--- src/rtl/cobs_dec_pkg.sv ---
package cobs_dec_pkg;
  typedef enum logic [1:0] {
    ST_SYNC = 2'd0,
    ST_OVH  = 2'd1,
    ST_RUN  = 2'd2
  } dec_state_e;
endpackage

--- src/rtl/cobs_dec_fsm.sv ---
module cobs_dec_fsm
  import cobs_dec_pkg::*;
#(
  parameter int DW = 8
) (
  input  logic          clk,
  input  logic          rst_n,
  input  logic          in_vld,
  input  logic [DW-1:0] in_dat,
  input  logic          in_ovr,
  output dec_state_e    st_o,
  output logic          pay_vld_o,
  output logic [DW-1:0] pay_dat_o,
  output logic          eop_o
);
  dec_state_e    st_q, st_n;
  logic [DW-1:0] skip_q, skip_n, skip_dec;
  logic          adv;

  assign adv      = in_ovr | in_vld;
  assign skip_dec = skip_q - 1'b1;

  always_comb begin
    st_n      = st_q;
    skip_n    = skip_q;
    pay_vld_o = 1'b0;
    pay_dat_o = in_dat;
    eop_o     = 1'b0;
    if (in_ovr) begin
      st_n = ST_SYNC;
    end else if (in_vld) begin
      if (in_dat == '0) begin
        eop_o = 1'b1;
        st_n  = ST_OVH;
      end else begin
        case (st_q)
          ST_OVH: begin
            skip_n = in_dat;
            st_n   = ST_RUN;
          end
          ST_RUN: begin
            pay_vld_o = 1'b1;
            if (skip_dec == '0) begin
              pay_dat_o = '0;
              skip_n    = in_dat;
            end else begin
              skip_n = skip_dec;
            end
          end
          default: ;
        endcase
      end
    end
  end

  always_ff @(posedge clk or negedge rst_n) begin
    if (!rst_n) begin
      st_q   <= ST_SYNC;
      skip_q <= '0;
    end else if (adv) begin
      st_q   <= st_n;
      skip_q <= skip_n;
    end
  end

  assign st_o = st_q;

  // a clean zero byte always lands in wait-for-overhead
  a_r2_zero_to_ovh: assert property (@(posedge clk) disable iff (!rst_n)
    (in_vld && !in_ovr && in_dat == '0) |=> st_q == ST_OVH);
  // a non-zero overhead byte starts the running state
  a_r4_ovh_to_run: assert property (@(posedge clk) disable iff (!rst_n)
    (st_q == ST_OVH && in_vld && !in_ovr && in_dat != '0) |=> st_q == ST_RUN);
  // overrun forces resynchronisation
  a_r7_ovr_to_sync: assert property (@(posedge clk) disable iff (!rst_n)
    in_ovr |=> st_q == ST_SYNC);
endmodule

--- src/rtl/cobs_dec_pos.sv ---
module cobs_dec_pos #(
  parameter int MAX_LEN = 254,
  parameter int PW      = $clog2(MAX_LEN + 1)
) (
  input  logic          clk,
  input  logic          rst_n,
  input  logic          clr,
  input  logic          inc,
  output logic [PW-1:0] pos_o,
  output logic          room_o
);
  localparam logic [PW-1:0] CAP = PW'(MAX_LEN);

  logic [PW-1:0] pos_q, pos_n;
  logic          upd;

  assign room_o = (pos_q < CAP);
  assign upd    = clr | (inc & room_o);

  always_comb begin
    if (clr) pos_n = '0;
    else     pos_n = pos_q + 1'b1;
  end

  always_ff @(posedge clk or negedge rst_n) begin
    if (!rst_n)   pos_q <= '0;
    else if (upd) pos_q <= pos_n;
  end

  assign pos_o = pos_q;

  // position never passes the frame-length cap
  a_r8_pos_bound: assert property (@(posedge clk) disable iff (!rst_n)
    pos_q <= CAP);
  // clearing resets the position on the next cycle
  a_r2_pos_clear: assert property (@(posedge clk) disable iff (!rst_n)
    clr |=> pos_q == '0);
endmodule

--- src/rtl/cobs_stream_decoder.sv ---
module cobs_stream_decoder
  import cobs_dec_pkg::*;
#(
  parameter int DW      = 8,
  parameter int AW      = 10,
  parameter int MAX_LEN = 254,
  parameter int PW      = $clog2(MAX_LEN + 1)
) (
  input  logic          clk,
  input  logic          rst_n,
  input  logic          byte_vld_i,
  input  logic [DW-1:0] byte_dat_i,
  input  logic          ovr_i,
  input  logic [AW-1:0] base_ofs_i,
  output logic          wr_en_o,
  output logic [AW-1:0] wr_addr_o,
  output logic [DW-1:0] wr_data_o,
  output logic          eop_vld_o,
  output logic [PW-1:0] eop_len_o,
  output logic          err_o
);
  logic [1:0]    rst_sync_q;
  logic          rst_s_n;
  dec_state_e    st;
  logic          pay_vld, eop, room;
  logic [DW-1:0] pay_dat;
  logic [PW-1:0] pos;
  logic          wr_go;
  logic [AW-1:0] addr_n;

  always_ff @(posedge clk or negedge rst_n) begin
    if (!rst_n) rst_sync_q <= 2'b00;
    else        rst_sync_q <= {rst_sync_q[0], 1'b1};
  end
  assign rst_s_n = rst_sync_q[1];

  cobs_dec_fsm #(.DW(DW)) fsm_i (
    .clk(clk), .rst_n(rst_s_n), .in_vld(byte_vld_i), .in_dat(byte_dat_i),
    .in_ovr(ovr_i), .st_o(st), .pay_vld_o(pay_vld), .pay_dat_o(pay_dat),
    .eop_o(eop)
  );

  cobs_dec_pos #(.MAX_LEN(MAX_LEN), .PW(PW)) pos_i (
    .clk(clk), .rst_n(rst_s_n), .clr(ovr_i | eop), .inc(pay_vld),
    .pos_o(pos), .room_o(room)
  );

  always_comb begin
    wr_go  = pay_vld & room;
    addr_n = base_ofs_i + AW'(pos);
  end

  always_ff @(posedge clk or negedge rst_s_n) begin
    if (!rst_s_n) begin
      wr_en_o   <= 1'b0;
      eop_vld_o <= 1'b0;
      err_o     <= 1'b0;
    end else begin
      wr_en_o   <= wr_go;
      eop_vld_o <= eop;
      err_o     <= ovr_i;
    end
  end

  always_ff @(posedge clk or negedge rst_s_n) begin
    if (!rst_s_n) begin
      wr_addr_o <= '0;
      wr_data_o <= '0;
    end else if (wr_go) begin
      wr_addr_o <= addr_n;
      wr_data_o <= pay_dat;
    end
  end

  always_ff @(posedge clk or negedge rst_s_n) begin
    if (!rst_s_n)  eop_len_o <= '0;
    else if (eop)  eop_len_o <= pos;
  end

  // no write may follow a byte seen while unsynchronised
  a_r3_sync_discard: assert property (@(posedge clk) disable iff (!rst_s_n)
    (st == ST_SYNC && byte_vld_i && !ovr_i) |=> !wr_en_o);
  // overrun yields a lone error pulse
  a_r7_err_follows_ovr: assert property (@(posedge clk) disable iff (!rst_s_n)
    ovr_i |=> (err_o && !eop_vld_o && !wr_en_o));
  // a frame end never carries a payload write
  a_r2_eop_no_write: assert property (@(posedge clk) disable iff (!rst_s_n)
    !(eop_vld_o && wr_en_o));
  // reported length stays within the cap
  a_r8_len_cap: assert property (@(posedge clk) disable iff (!rst_s_n)
    eop_vld_o |-> eop_len_o <= PW'(MAX_LEN));
endmodule

--- config.mk ---
export PLATFORM = sky130hd
export DESIGN_NAME = cobs_stream_decoder
export DESIGN_NICKNAME = d
export VERILOG_FILES = /design/src/rtl/cobs_dec_pkg.sv /design/src/rtl/cobs_dec_fsm.sv /design/src/rtl/cobs_dec_pos.sv /design/src/rtl/cobs_stream_decoder.sv
export SDC_FILE = /design/constraint.sdc
export NUM_CORES = 1
export LEC_CHECK = 0
export ABC_CLOCK_PERIOD_IN_PS = 2600
export BUFFER_PORTS_ARGS = -buffer_cell sky130_fd_sc_hd__buf_2
export CORE_MARGIN = 3
export CORE_UTILIZATION = 25
export CTS_CLUSTER_DIAMETER = 150
export CTS_CLUSTER_SIZE = 20
export DETAILED_ROUTE_END_ITERATION = 16
export GPL_TIMING_DRIVEN = 0
export MAX_ROUTING_LAYER = met4
export PLACE_DENSITY = 0.54
export SLEW_MARGIN = 10
export SYNTH_ARGS = -nofsm -noshare
export SYNTH_HDL_FRONTEND = slang
export SYNTH_SLANG_ARGS = --single-unit
--- constraint.sdc ---
create_clock -name clk -period 2.6 [get_ports clk]
set_input_delay 0.65 -clock clk [delete_from_list [all_inputs] [get_ports clk]]
set_output_delay 0.65 -clock clk [all_outputs]
set_load 0.01 [all_outputs]
Yosys cells after proc, flatten, opt, wreduce, memory -nomap -nowiden --
Index checks and enable logic that the tools add are counted.
Operators by class: multiplexer cells 19, eq/ne operators 2, magnitude comparators 1, $add $sub $neg 3, bitwise operators 6, reductions and logical operators 7
Operators with widths (number):
- $mux 8 | 7
- $logic_not 8->1 | 2
- $pmux 8 s2 | 1
- $add 10x8->10 | 1
- $add 8x1->8 const B | 1
- $lt 8x8->1 const B | 1
- $mux 2 | 4
- $sub 8x1->8 const B | 1
- $mux 1 | 7
- $reduce_and 5->1 | 1
- $reduce_bool 2->1 | 2
- $or 1x1->1 | 3
- $reduce_and 3->1 | 1
- $reduce_bool 3->1 | 1
- $eq 2x1->1 const B | 1
- $eq 2x2->1 const B | 1
- $not 1->1 | 2
- $and 1x1->1 | 1
Storage, ports and cells: output and inout port bits 29, word-level logic and storage cells 48, register bits after elaboration 49, input bits 22

Logic depth before layout (Yosys ltp) --
word-level depth 7, depth in mapped cells 8, mapped depth without buffers 8

Cells and area by module --
Synthesis repeated with hierarchy kept, for this count alone.
Unflattened totals: cells, all modules 255, area total of the unflattened synthesis 2726.4 um2
By module, submodules not included:
- cobs_stream_decoder | times used 1, sequential area each 775.7 um2, area an instance 1475.2 um2, cells each 119
- cobs_dec_fsm | times used 1, sequential area each 250.2 um2, area an instance 798.3 um2, cells each 90
- cobs_dec_pos | times used 1, sequential area each 200.2 um2, area an instance 452.9 um2, cells each 46

Worst setup path before layout --
Ideal clock, no wire load.
kind input port to flip-flop, start point in base_ofs_i[0], end point reg wr_addr_o[8], buffers on the path 0, path slack 464 ps, setup time 95 ps, stages 8, data required time 2505 ps, arrival 2041 ps, cells stage by stage ha_1 inv_1 fa_1 nand2b_1 a21oi_1 o21ai_0 and3_1 o31ai_1
Between the ends: longest elaborated chain between the ends 1
Ends and longest elaborated chain:
- start, declared | line cobs_stream_decoder.sv:14 | input logic [AW-1:0] base_ofs_i,
- $add 10x8->10 | line cobs_stream_decoder.sv:50 | addr_n = base_ofs_i + AW'(pos);
- end signal, assigned | line cobs_stream_decoder.sv:70 | wr_addr_o <= addr_n;
- end, declared | line cobs_stream_decoder.sv:16 | output logic [AW-1:0] wr_addr_o,
No other way between the ends. A chain may end at the register's enable or synchronous reset.

Worst setup path in the final report --
start point reg pos_i.pos_q[0], in the netlist pos_i.pos_o[0], end point reg wr_addr_o[8]
Between the ends: longest elaborated chain between the ends 2, elaborated cells between the ends (all ways) 3, those cells by class add/sub (1); order compare (1); bitwise (1)
Ends and longest elaborated chain:
- start, declared | line cobs_dec_pos.sv:14 | logic [PW-1:0] pos_q, pos_n;
- start signal, assigned | line cobs_dec_pos.sv:27 | else if (upd) pos_q <= pos_n;
- $lt 8x8->1 | line cobs_dec_pos.sv:17 | assign room_o = (pos_q < CAP);
- $and 1x1->1 | line cobs_stream_decoder.sv:49 | wr_go = pay_vld & room;
Several ways; a longest one is shown, not always the timed one.

==> impl_metrics.py <==
metrics = {
    "die": {
        "rows": 37,
        "die_w_um": 109,
        "design.portCount": 51,
        "coreArea_mm2": 0.0104,
        "die-height_um": 109,
        "initial_core_util_pct": 25.7,
        "dieArea_mm2": 0.0119,
    },
    "timing": {
        "fin_crit_ns": 2.27,
        "rsz0062_at_grt": "false",
        "skew_ns": 0.0177,
        "fin_setup_tns_ns": 0,
        "hold_viol": 0,
        "max_freq_mhz": 441,
        "tightestPinTransition_ns": 0.620,
        "slew_headroom_pct": 58.7,
        "period_share_pct": 87.2,
        "maxSlewViolCount": 0,
        "setup_viol": 0,
    },
    "run_status": {
        "status": "completed",
    },
    "synth": {
        "synth_top_cell_by_area": "dfrtp_1",
        "synthSimpleGateAreaFrac_pct": 16.9,
        "ys_seq_elements": 49,
        "ys.warnings.count": 0,
        "synth_top_family_by_area": "simple AND/OR/NAND/NOR gates",
        "synth_adder_area_share_pct": 6.85,
        "avgSynthCellArea_um2": 10.0,
        "synth_edf_count": 0,
        "ys_top_cells_by_area": "dfrtp_1, ha_1, nand2_1",
        "yosys.area_share.xor_xnor_pct": 2.96,
        "synth.cell_area_mm2": 0.00267,
        "ys_types": 51,
        "ys.flop_type": "dfrtp_1",
        "synth_top_area_share_pct": 46.0,
        "synth.most_common_cell": "dfrtp_1",
        "syn_nets": 302,
        "async_reset_ff_share_pct": 100,
        "synth_mux_area_share_pct": 5.30,
        "synthCells": 266,
        "synth-compound-area-share_pct": 15.8,
        "synthTopCellsByCount": "dfrtp_1, nand2_1, o21ai_0, inv_1, nand3_1",
        "seq_area_frac_synth_pct": 46.0,
    },
    "cells_and_area": {
        "stdcell_count": 461,
        "nNetsFinal": 360,
        "drive_gt1_share_pct": 25.5,
        "design_area_mm2": 0.00323,
        "area_growth_pct": 21.0,
        "fill_cells": 1091,
        "diodes": 0,
    },
    "route": {
        "finalWirelength_um": 6600,
        "avgRoutedWirePerCell_um": 14.3,
        "drtIter0Drc": 112,
        "ant_nets": 0,
        "drtPass1Iterations": 4,
        "via_per_inst": 4.68,
        "dr_total_vias": 2156,
        "drc": 0,
    },
    "run": {
        "drv_cap": 0,
    },
    "global_route": {
        "track_usage_pct": 12.0,
        "grt-ovfl-total": 0,
        "antenna_found_initial": 0,
        "grt_pass1_vias": 2094,
        "grt_start_max_net_pins": 26,
        "grt_pass1_wl_um": 10800,
    },
    "critical_path": {
        "slowest_delay_ns": 0.48,
        "critPathCaptureType": "flop",
        "critPathKind": "reg -> reg",
        "startpoint_type": "flop",
        "path_cells": "ha_1, inv_1, fa_1, nand2b_1, a21oi_1, o21ai_0, and3_1, o31ai_1",
        "cp.arrival_ns": 2.50,
        "required_ns": 2.84,
        "slowest_stage": "dfrtp_1",
        "cp_top_family": "adder cells",
        "crit_buf_inv": 1,
        "crit_fanout": 7,
    },
    "placement": {
        "io_buffers": 50,
        "place_area_mm2": 0.00312,
        "place.gp.congestion": 0.850,
        "post-place-cells": 453,
        "dpl.hpwl_um": 5020,
    },
    "cts": {
        "cts_root_buf": "clkbuf_8",
        "h-tree-depth": 2,
        "cts_tree": "yes",
        "post_cts_resize_count": 0,
        "cts_max_path_buffers": 2,
        "clkLatencyLatePin_ns": 0.32,
        "post_cts_buffers": 0,
        "cts.clk_slew.worst_paths_ns": 0.10,
        "cts_buffers": 5,
        "clock-sinks": 49,
        "cts_hold_buf": 0,
    },
    "worst_hold_path": {
        "hp-class": "in -> async",
    },
    "power_and_ir_drop": {
        "ir_worst_vdd_mv": 0.268,
        "power.total_mw": 1.57,
        "power.leakage_nw": 1.64,
        "p_per_area_mw_per_mm2": 487,
    },
}
==> power by group <==
part	total [mW]	internal, mW	leakage, nW	switching, mW
logic	0.174	0.0752	0.934	0.0988
registers	0.835	0.797	0.655	0.0377
clock network	0.562	0.289	0.0554	0.273
==> area by class of cell <==
type                            instances  area, um2  share of cell area, %
Multi-Input combinational cell        192       1280                   39.7
Sequential cell                        49       1230                   38.0
Timing Repair Buffer                   51        278                   8.61
Tap cell                              136        170                   5.27
Buffer                                  8       96.3                   2.99
Clock buffer                            6       72.6                   2.25
Inverter                               17       63.8                   1.98
Clock inverter                          2       38.8                   1.20
==> final timing paths <==
kind | slack [ns] | startpoint | endpoint | cells after the start
setup / recovery | 0.33 | pos_i.pos_o[0]$_DFFE_PN0P_ | wr_addr_o[8]$_DFFE_PN0P_ | 8
hold / removal | 0.10 | rst_n | rst_sync_q[1]$_DFF_PN0_ | 1
setup reg to reg | 0.33 | pos_i.pos_o[0]$_DFFE_PN0P_ | wr_addr_o[8]$_DFFE_PN0P_ | 8
hold reg to reg | 0.29 | rst_sync_q[1]$_DFF_PN0_ | pos_i.pos_o[4]$_DFFE_PN0P_ | 0
max in group asynchronous | 1.77 | rst_sync_q[1]$_DFF_PN0_ | wr_data_o[7]$_DFFE_PN0P_ | 1
min in group clk | 0.36 | rst_sync_q[0]$_DFF_PN0_ | rst_sync_q[1]$_DFF_PN0_ | 0
==> placed cells by master, fill, tap and decap left out, types with 2 or more instances in the layout <==
cell,n
buf_2,51
nand3_1,15
o22ai_1,2
nand2_1,41
inv_1,16
buf_8,2
o211a_1,2
a21oi_1,11
mux2_4,6
dfrtp_1,48
nor4_1,2
a211oi_1,3
and3_1,3
nor3_1,5
clkbuf_8,5
o21ai_2,2
xor2_1,6
mux2i_1,4
o31ai_1,3
a32oi_1,3
or3_1,3
xnor2_1,3
nand4_1,4
nor2b_1,2
a21o_1,2
o21ai_0,24
ha_1,13
a22o_1,2
buf_6,3
nor2_1,6
or4_4,2
nand2b_1,2
a21boi_0,5
==> per-layer routing <==
layer  global-route usage (%)  part of all wire (%)
met5                        -                     0
met4                     3.65                   1.2
met3                     2.25                   5.4
met2                     18.1                    45
met1                     16.4                    48
==> sequential cells by signal, summed over array words and instances, names as in the netlist <==
register / cells
fsm_i.st_o: 2
wr_en_o: 1
wr_addr_o: 10
rst_sync_q: 2
fsm_i.skip_q: 8
err_o: 1
eop_vld_o: 1
pos_i.pos_o: 8
eop_len_o: 8
wr_data_o: 8
==> logic make-up (layout without fill, tap and decap cells) <==
kind of cell | count (synthesis) | count (layout)
simple gates | 92 | 92
compound gates | 65 | 65
flops | 49 | 49
buf+inv | 25 | 84
fa+ha+maj | 14 | 14
mux | 11 | 11
xor+xnor | 9 | 9
other cells | 1 | 1
==> through the flow <==
step | worst slack (ns) | hold slack (ns) | util [%]
after floorplan | 0.464 | 0.331 | -
after global placement | 0.135 | 0.336 | 29.8
after detailed placement | 0.111 | 0.312 | 30.0
after CTS | 0.319 | 0.0925 | 31.1
after global routing | 0.151 | 0.0781 | 31.1
final | 0.333 | 0.101 | 31.1
Note: power is estimated with default switching activity, not from simulation.
